==> config.mk <==
export PLATFORM = sky130hd
export DESIGN_NAME = lpm_wake_ctrl
export DESIGN_NICKNAME = d
export VERILOG_FILES = /design/src/rtl/lpm_pkg.sv /design/src/rtl/lpm_wake_sync.sv /design/src/rtl/lpm_wake_filter.sv /design/src/rtl/lpm_wake_status.sv /design/src/rtl/lpm_seq.sv /design/src/rtl/lpm_wake_ctrl.sv
export SDC_FILE = /design/constraint.sdc
export NUM_CORES = 1
export LEC_CHECK = 0
export ABC_CLOCK_PERIOD_IN_PS = 2350
export CAP_MARGIN = 20
export CELL_PAD_IN_SITES_DETAIL_PLACEMENT = 1
export CELL_PAD_IN_SITES_GLOBAL_PLACEMENT = 1
export CORE_AREA = 2 2 82 84
export DETAILED_ROUTE_END_ITERATION = 7
export DIE_AREA = 0 0 84 86
export PLACE_DENSITY_LB_ADDON = 0.1
export SYNTH_ARGS = -nofsm -noshare
export SYNTH_HDL_FRONTEND = slang
export SYNTH_SLANG_ARGS = --single-unit
==> constraint.sdc <==
create_clock -name clk_i -period 2.35 [get_ports clk_i]
set_input_delay 0.235 -clock clk_i [delete_from_list [all_inputs] [get_ports clk_i]]
set_output_delay 0.235 -clock clk_i [all_outputs]
set_load 0.02 [all_outputs]
==> src/rtl/lpm_pkg.sv <==
package lpm_pkg;
  localparam int NSRC = 10;

  localparam int SRC_IOB  = 0;
  localparam int SRC_TMR  = 1;
  localparam int SRC_RTC  = 2;
  localparam int SRC_MIRQ = 8;

  typedef enum logic [1:0] {
    MODE_IOR  = 2'd0,
    MODE_DEEP = 2'd1,
    MODE_MCU  = 2'd2,
    MODE_STBY = 2'd3
  } lp_mode_e;

  typedef enum logic [2:0] {
    ST_ACT, ST_CTX, ST_SRW, ST_SLP, ST_SET, ST_REL
  } seq_st_e;

  function automatic logic [NSRC-1:0] mode_mask(lp_mode_e m);
    logic [NSRC-1:0] k;
    case (m)
      MODE_IOR:  k = NSRC'(1) << SRC_IOB;
      MODE_DEEP: k = ((NSRC'(1) << SRC_MIRQ) - NSRC'(1)) & ~(NSRC'(1) << SRC_IOB);
      MODE_MCU:  k = ((NSRC'(1) << (SRC_MIRQ + 1)) - NSRC'(1)) & ~(NSRC'(1) << SRC_IOB);
      default:   k = ~(NSRC'(1) << SRC_IOB);
    endcase
    return k;
  endfunction

  function automatic logic uses_sr(lp_mode_e m);
    return m != MODE_IOR;
  endfunction
endpackage

==> src/rtl/lpm_wake_sync.sv <==
module lpm_wake_sync #(
  parameter int W = 10
) (
  input  logic         clk_i,
  input  logic         rst_ni,
  input  logic [W-1:0] async_i,
  output logic [W-1:0] rise_o
);
  for (genvar i = 0; i < W; i++) begin : g_bit
    logic s1_q, s2_q, s3_q;
    always_ff @(posedge clk_i or negedge rst_ni) begin
      if (!rst_ni) begin
        s1_q <= 1'b0;
        s2_q <= 1'b0;
        s3_q <= 1'b0;
      end else begin
        s1_q <= async_i[i];
        s2_q <= s1_q;
        s3_q <= s2_q;
      end
    end
    assign rise_o[i] = s2_q & ~s3_q;

    AST_RISE_SINGLE: assert property (@(posedge clk_i) disable iff (!rst_ni)
      rise_o[i] |=> !rise_o[i]);
  end
endmodule

==> src/rtl/lpm_wake_filter.sv <==
module lpm_wake_filter
  import lpm_pkg::*;
(
  input  logic [NSRC-1:0] rise_i,
  input  logic [NSRC-1:0] en_i,
  input  lp_mode_e        mode_i,
  input  logic            sleep_i,
  output logic [NSRC-1:0] acc_o,
  output logic            any_o
);
  always_comb begin
    acc_o = '0;
    if (sleep_i) acc_o = rise_i & en_i & mode_mask(mode_i);
  end
  assign any_o = |acc_o;
endmodule

==> src/rtl/lpm_wake_status.sv <==
module lpm_wake_status #(
  parameter int W = 10
) (
  input  logic         clk_i,
  input  logic         rst_ni,
  input  logic [W-1:0] set_i,
  input  logic [W-1:0] clr_i,
  output logic [W-1:0] status_o
);
  logic [W-1:0] q;

  // set beats clear in the same cycle
  always_ff @(posedge clk_i or negedge rst_ni) begin
    if (!rst_ni) q <= '0;
    else         q <= (q & ~clr_i) | set_i;
  end
  assign status_o = q;

  AST_STATUS_HOLD: assert property (@(posedge clk_i) disable iff (!rst_ni)
    (set_i == '0 && clr_i == '0) |=> $stable(q));
  AST_STATUS_SET: assert property (@(posedge clk_i) disable iff (!rst_ni)
    (set_i != '0) |=> ((q & $past(set_i)) == $past(set_i)));
endmodule

==> src/rtl/lpm_seq.sv <==
module lpm_seq
  import lpm_pkg::*;
#(
  parameter int CNT_W   = 8,
  parameter int NUM_OSC = 2
) (
  input  logic               clk_i,
  input  logic               rst_ni,
  input  logic               req_valid_i,
  input  logic [1:0]         req_mode_i,
  input  logic               ctx_saved_i,
  input  logic               sr_ack_i,
  input  logic               wake_any_i,
  input  logic [CNT_W-1:0]   settle_i,
  input  logic               err_clr_i,
  input  logic               tmr_wake_en_i,
  output lp_mode_e           mode_o,
  output logic               sleep_o,
  output logic               pd_core_en_o,
  output logic               pd_mcu_en_o,
  output logic               sr_req_o,
  output logic [NUM_OSC-1:0] osc_en_o,
  output logic               pmic_en_o,
  output logic               busy_o,
  output logic               resume_o,
  output logic               err_o
);
  seq_st_e          st_q;
  lp_mode_e         mode_q;
  logic [CNT_W-1:0] cnt_q;
  logic             err_q, resume_q;

  always_ff @(posedge clk_i or negedge rst_ni) begin
    if (!rst_ni) begin
      st_q     <= ST_ACT;
      mode_q   <= MODE_STBY;
      cnt_q    <= '0;
      err_q    <= 1'b0;
      resume_q <= 1'b0;
    end else begin
      resume_q <= 1'b0;
      if (err_clr_i) err_q <= 1'b0;
      if (req_valid_i && st_q != ST_ACT) err_q <= 1'b1;
      case (st_q)
        ST_ACT: if (req_valid_i) begin
          mode_q <= lp_mode_e'(req_mode_i);
          st_q   <= ST_CTX;
        end
        ST_CTX: if (ctx_saved_i) begin
          if (uses_sr(mode_q)) st_q <= ST_SRW;
          else                 st_q <= ST_SLP;
        end
        ST_SRW: if (sr_ack_i) st_q <= ST_SLP;
        ST_SLP: if (wake_any_i) begin
          st_q  <= ST_SET;
          cnt_q <= settle_i;
        end
        ST_SET: begin
          if (cnt_q == '0) begin
            if (uses_sr(mode_q)) st_q <= ST_REL;
            else begin
              st_q     <= ST_ACT;
              resume_q <= 1'b1;
            end
          end else begin
            cnt_q <= cnt_q - 1'b1;
          end
        end
        ST_REL: if (!sr_ack_i) begin
          st_q     <= ST_ACT;
          resume_q <= 1'b1;
        end
        default: st_q <= ST_ACT;
      endcase
    end
  end

  logic slp, osc_off;
  assign slp          = (st_q == ST_SLP);
  assign sleep_o      = slp;
  assign mode_o       = mode_q;
  assign pd_core_en_o = !(slp && mode_q != MODE_STBY);
  assign pd_mcu_en_o  = !(slp && (mode_q == MODE_IOR || mode_q == MODE_DEEP));
  assign sr_req_o     = uses_sr(mode_q) &&
                        (st_q == ST_SRW || st_q == ST_SLP || st_q == ST_SET);
  assign osc_off      = slp && (mode_q == MODE_IOR ||
                                (mode_q == MODE_DEEP && !tmr_wake_en_i));
  assign osc_en_o     = {NUM_OSC{!osc_off}};
  assign pmic_en_o    = !(slp && mode_q == MODE_IOR);
  assign busy_o       = (st_q != ST_ACT);
  assign resume_o     = resume_q;
  assign err_o        = err_q;

  AST_PWR_AFTER_SR: assert property (@(posedge clk_i) disable iff (!rst_ni)
    ($fell(pd_core_en_o) && uses_sr(mode_q)) |-> $past(sr_ack_i));
  AST_SR_IN_SLEEP: assert property (@(posedge clk_i) disable iff (!rst_ni)
    (sleep_o && uses_sr(mode_q)) |-> sr_req_o);
  AST_REJECT_BUSY: assert property (@(posedge clk_i) disable iff (!rst_ni)
    (req_valid_i && busy_o) |=> err_o);
  AST_RESUME_CLEAN: assert property (@(posedge clk_i) disable iff (!rst_ni)
    resume_o |-> (!sr_req_o && pd_core_en_o && pd_mcu_en_o && !busy_o));
  AST_PMIC_OFF_IOR: assert property (@(posedge clk_i) disable iff (!rst_ni)
    !pmic_en_o |-> (mode_q == MODE_IOR && !pd_mcu_en_o && !sr_req_o));
endmodule

==> src/rtl/lpm_wake_ctrl.sv <==
module lpm_wake_ctrl
  import lpm_pkg::*;
#(
  parameter int CNT_W   = 8,
  parameter int NUM_OSC = 2
) (
  input  logic               clk_i,
  input  logic               rst_ni,
  input  logic               req_valid_i,
  input  logic [1:0]         req_mode_i,
  input  logic               ctx_saved_i,
  input  logic               sr_ack_i,
  input  logic [NSRC-1:0]    wake_i,
  input  logic [NSRC-1:0]    wake_en_i,
  input  logic [CNT_W-1:0]   settle_cnt_i,
  input  logic [NSRC-1:0]    status_clr_i,
  input  logic               err_clr_i,
  output logic               pd_core_en_o,
  output logic               pd_mcu_en_o,
  output logic               sr_req_o,
  output logic [NUM_OSC-1:0] osc_en_o,
  output logic               pmic_en_o,
  output logic               busy_o,
  output logic               resume_o,
  output logic               err_o,
  output logic [NSRC-1:0]    wake_status_o
);
  logic [NSRC-1:0] rise, acc;
  logic            acc_any, sleep;
  lp_mode_e        mode;

  lpm_wake_sync #(.W(NSRC)) u_sync (
    .clk_i   (clk_i),
    .rst_ni  (rst_ni),
    .async_i (wake_i),
    .rise_o  (rise)
  );

  lpm_wake_filter u_filt (
    .rise_i  (rise),
    .en_i    (wake_en_i),
    .mode_i  (mode),
    .sleep_i (sleep),
    .acc_o   (acc),
    .any_o   (acc_any)
  );

  lpm_wake_status #(.W(NSRC)) u_stat (
    .clk_i    (clk_i),
    .rst_ni   (rst_ni),
    .set_i    (acc),
    .clr_i    (status_clr_i),
    .status_o (wake_status_o)
  );

  lpm_seq #(.CNT_W(CNT_W), .NUM_OSC(NUM_OSC)) u_seq (
    .clk_i         (clk_i),
    .rst_ni        (rst_ni),
    .req_valid_i   (req_valid_i),
    .req_mode_i    (req_mode_i),
    .ctx_saved_i   (ctx_saved_i),
    .sr_ack_i      (sr_ack_i),
    .wake_any_i    (acc_any),
    .settle_i      (settle_cnt_i),
    .err_clr_i     (err_clr_i),
    .tmr_wake_en_i (wake_en_i[SRC_TMR] | wake_en_i[SRC_RTC]),
    .mode_o        (mode),
    .sleep_o       (sleep),
    .pd_core_en_o  (pd_core_en_o),
    .pd_mcu_en_o   (pd_mcu_en_o),
    .sr_req_o      (sr_req_o),
    .osc_en_o      (osc_en_o),
    .pmic_en_o     (pmic_en_o),
    .busy_o        (busy_o),
    .resume_o      (resume_o),
    .err_o         (err_o)
  );

  AST_WAKE_ONLY_ASLEEP: assert property (@(posedge clk_i) disable iff (!rst_ni)
    (acc != '0) |-> (busy_o && (!pd_core_en_o || sr_req_o)));
endmodule

==> results.yml <==
placed_design:
  pre_cts_ws_ns: 0.2198
  portBuffers: 64
  dp_cells: 330
  gp_congestion: 0.7202
  dp_hpwl_mm: 3.797
yosys:
  yosysTopAreaCell: "dfrtp_1"
  synth.ff_latch_count: 55
  syn-cell-area_sq_um: 2218
  synth_nets: 236
  yosysTopAreaCellShare: 0.5979
  ys_top_cells_by_area: "dfrtp_1 (60%), mux2_2 (4.6%), nand2_1 (3.4%), nand3b_1 (3.4%), o22ai_1 (2.8%)"
  ys_types: 38
  synth.avg_cell_area_sq_um: 11.80
  yosysSeqAreaShare: 0.6215
  yosys_warnings: 0
  synthCells: 188
sta:
  grt_setup_unrepaired: "false"
  whs_ns: 0.3450
  skew_ns: 0.003532
  setup_viol: 0
  fin_crit_ns: 2.179
  drv_slew: 0
  hold_violations: 0
  worst_pin_slew_ns: 0.6103
  fmax_mhz: 458.9
  slew_headroom: 0.5904
  setup_ws_ns: 0.1711
  post-route-period-util: 0.9272
  tns_ns: 0
clock_network:
  path_clk_slew_ns: 0.10
  cts_buffer_depth: 2
  clock_sinks: 55
  root_buffer: "clkbuf_8"
  h-tree-depth: 2
  post-cts-setup-buffer-count: 0
  insertion_delay_ns: 0.31
  cts_tree: "done"
  numCtsBuffers: 5
run:
  maxCapViolations: 0
pwr:
  p_leak_nw: 1.283
  p_per_area_nw_per_um2: 946.2
  vdd_drop_max_mv: 0.3572
worst_setup_path:
  rr_startpoint: "u_seq.mode_o[1]"
  crit_path_max_fanout: 8
  critPathBufInv: 1
  rrSetupSlack_ns: 0.29
  critPathKind: "flop to primary output"
  start_kind: "flop"
  required_ns: 2.12
  path_cells: "nand2b_1 > or3_1 > clkdlybuf4s50_1"
  reg2reg_depth: 5
  path_delay_family: "simple AND/OR/NAND/NOR gates"
  timing.rr.end: "u_seq.cnt_q[7]"
  arrival_ns: 1.94
  slowest_stage: "clkdlybuf4s50_1"
  critPathCaptureType: "primary output"
  cpPeakStageDelay_ns: 0.55
global_route:
  grt_usage: 0.1542
  antenna_found_initial: 0
  grt_pass1_wl_mm: 8.659
  grt_max_degree: 32
  grt_pass1_vias: 1784
  grt_overflow: 0
hold_path:
  hold_depth: 1
  worstHoldStart: "wake_i[0]"
  worstHoldEndpoint: "u_sync.g_bit[0].s1_q"
  hold_path.class: "input port to flop"
routing:
  detail-route-antenna-nets: 0
  drt_iter0_drc: 33
  via_per_inst: 4.811
  routedWlPerCell_um: 14.70
  drt-pass1-iter-count: 4
  wl_mm: 4.983
  drc: 0
  via_count: 1631
die:
  die_x_um: 84
  std_cell_rows: 29
  die_height_um: 86
  core_area_sq_um: 6277
  io_pins: 65
  initial_utilization: 0.3534
  die_area_sq_um: 7224
outcome:
  status: "complete, no violations"
finish:
  area_growth_pct: 39.20
  regArea_sq_um: 1381
  multiInputGateArea_sq_um: 750.7
  final_nets: 309
  layout-drive-gt1-share: 0.1374
  fillerInstances: 693
  diodes: 0
  layout.cells.non_filler: 339
state kept, by name, summed over array words and instances, names as in the netlist:
register and flops:
u_seq.mode_o 2, u_sync.g_bit.s2_q 10, u_seq.st_q 3, u_seq.cnt_q 8
u_stat.status_o 10, u_sync.g_bit.s3_q 10, u_sync.g_bit.s1_q 10, u_seq.err_o 1
u_seq.resume_o 1
per-layer routing:
| layer | track usage | vias to the layer above | part of all wire |
|---|---|---|---|
| li1 | - | 791 | - |
| met1 | 0.1964 | 793 | 0.46 |
| met2 | 0.2567 | 41 | 0.48 |
| met3 | 0.03754 | 6 | 0.048 |
| met4 | 0.05718 | 0 | 0.016 |
| met5 | 0 | - | 0 |
layout by cell type (no fill, tap or decap), types with 3 or more instances in the layout:
cell type,Yosys,routed
clkdlybuf4s50_1,0,60
dfrtp_1,53,51
nand2_1,20,20
inv_1,16,16
o21ai_0,12,12
o22ai_1,10,10
nand3b_1,10,10
mux2_2,9,9
a21oi_1,6,6
nor2_1,6,5
clkbuf_8,0,5
or3_1,4,4
nor3_1,4,4
buf_4,2,4
nand2b_1,3,3
xor2_1,3,3
xnor2_1,3,3
how the worst max path moves through the flow:
stage / start / endpoint / slack, ns / cells past startpoint
after global routing: u_seq.st_q[2] / pmic_en_o / 0.07 / 4
final: u_seq.st_q[2] / pd_mcu_en_o / 0.17 / 3
after global placement: wake_en_i[9] / u_seq.cnt_q[6] / 0.29 / 6
after detailed placement: wake_en_i[9] / u_seq.cnt_q[5] / 0.22 / 6
after CTS: u_seq.st_q[2] / osc_en_o[1] / 0.001 / 4
after floorplan: u_seq.mode_o[1] / u_seq.cnt_q[1] / 0.47 / 5
synthesized netlist by cell type:
library cell and number:
a21oi_1 6, a21oi_4 1, a221o_2 1, a221oi_1 1, a22oi_1 1, a41o_1 1
and2_1 1, and2_2 1, and4_4 1, buf_2 1, buf_4 2, buf_6 1
dfrtp_1 53, dfstp_2 2, ha_1 2, inv_1 16, mux2_2 9, mux2i_1 1
nand2_1 20, nand2_2 1, nand2b_1 3, nand3_1 1, nand3b_1 10, nand4b_1 1
nor2_1 6, nor3_1 4, nor3b_1 2, nor4_1 1, nor4b_1 1, o21a_4 1
o21ai_0 12, o21ai_1 1, o22ai_1 10, o2bb2ai_1 1, or2_2 2, or3_1 4
xnor2_1 3, xor2_1 3
stage by stage:
stage               area, sq um    util  power (W)
finish                     3088  0.4919   0.002922
global placement           2969  0.4730   0.002361
CTS                        3079  0.4905   0.002980
floorplan                  2218       -   0.001981
global route               3088  0.4919   0.003157
detailed placement         2969  0.4730   0.002388
power breakdown:
group          internal (W)  total (W)  switching [W]
combinational      0.000542    0.00105       0.000504
clock              0.000227   0.000568       0.000341
sequential          0.00112    0.00131       0.000184
total               0.00189    0.00292        0.00103
cell type report:
cell class	instances	share of cell area
clock inverter	3	0.01013
clock buffer	5	0.02229
sequential	55	0.4473
timing repair buffer	70	0.2265
tap	77	0.03120
multi-input combinational	113	0.2431
inverter	16	0.01945
kinds of logic (layout without fill, tap and decap cells):
family,Yosys count,after routing,share of synthesized area
simple gates,59,59,0.1461
flops,55,55,0.6215
compound gates,36,36,0.1060
buf+inv,20,94,0.04117
mux,10,10,0.05020
xor+xnor,6,6,0.02369
fa+ha+maj,2,2,0.01128
what timing repair did:
| action | in CTS | in global routing |
|---|---|---|
| pin swaps | 0 | 0 |
| endpoints found under the hold margin | 22 | 0 |
| hold buffers | 1 | 0 |
| endpoints found under the setup margin | 2 | 4 |
| resized for setup | 2 | 4 |
Power figures use the tool's default switching activity.
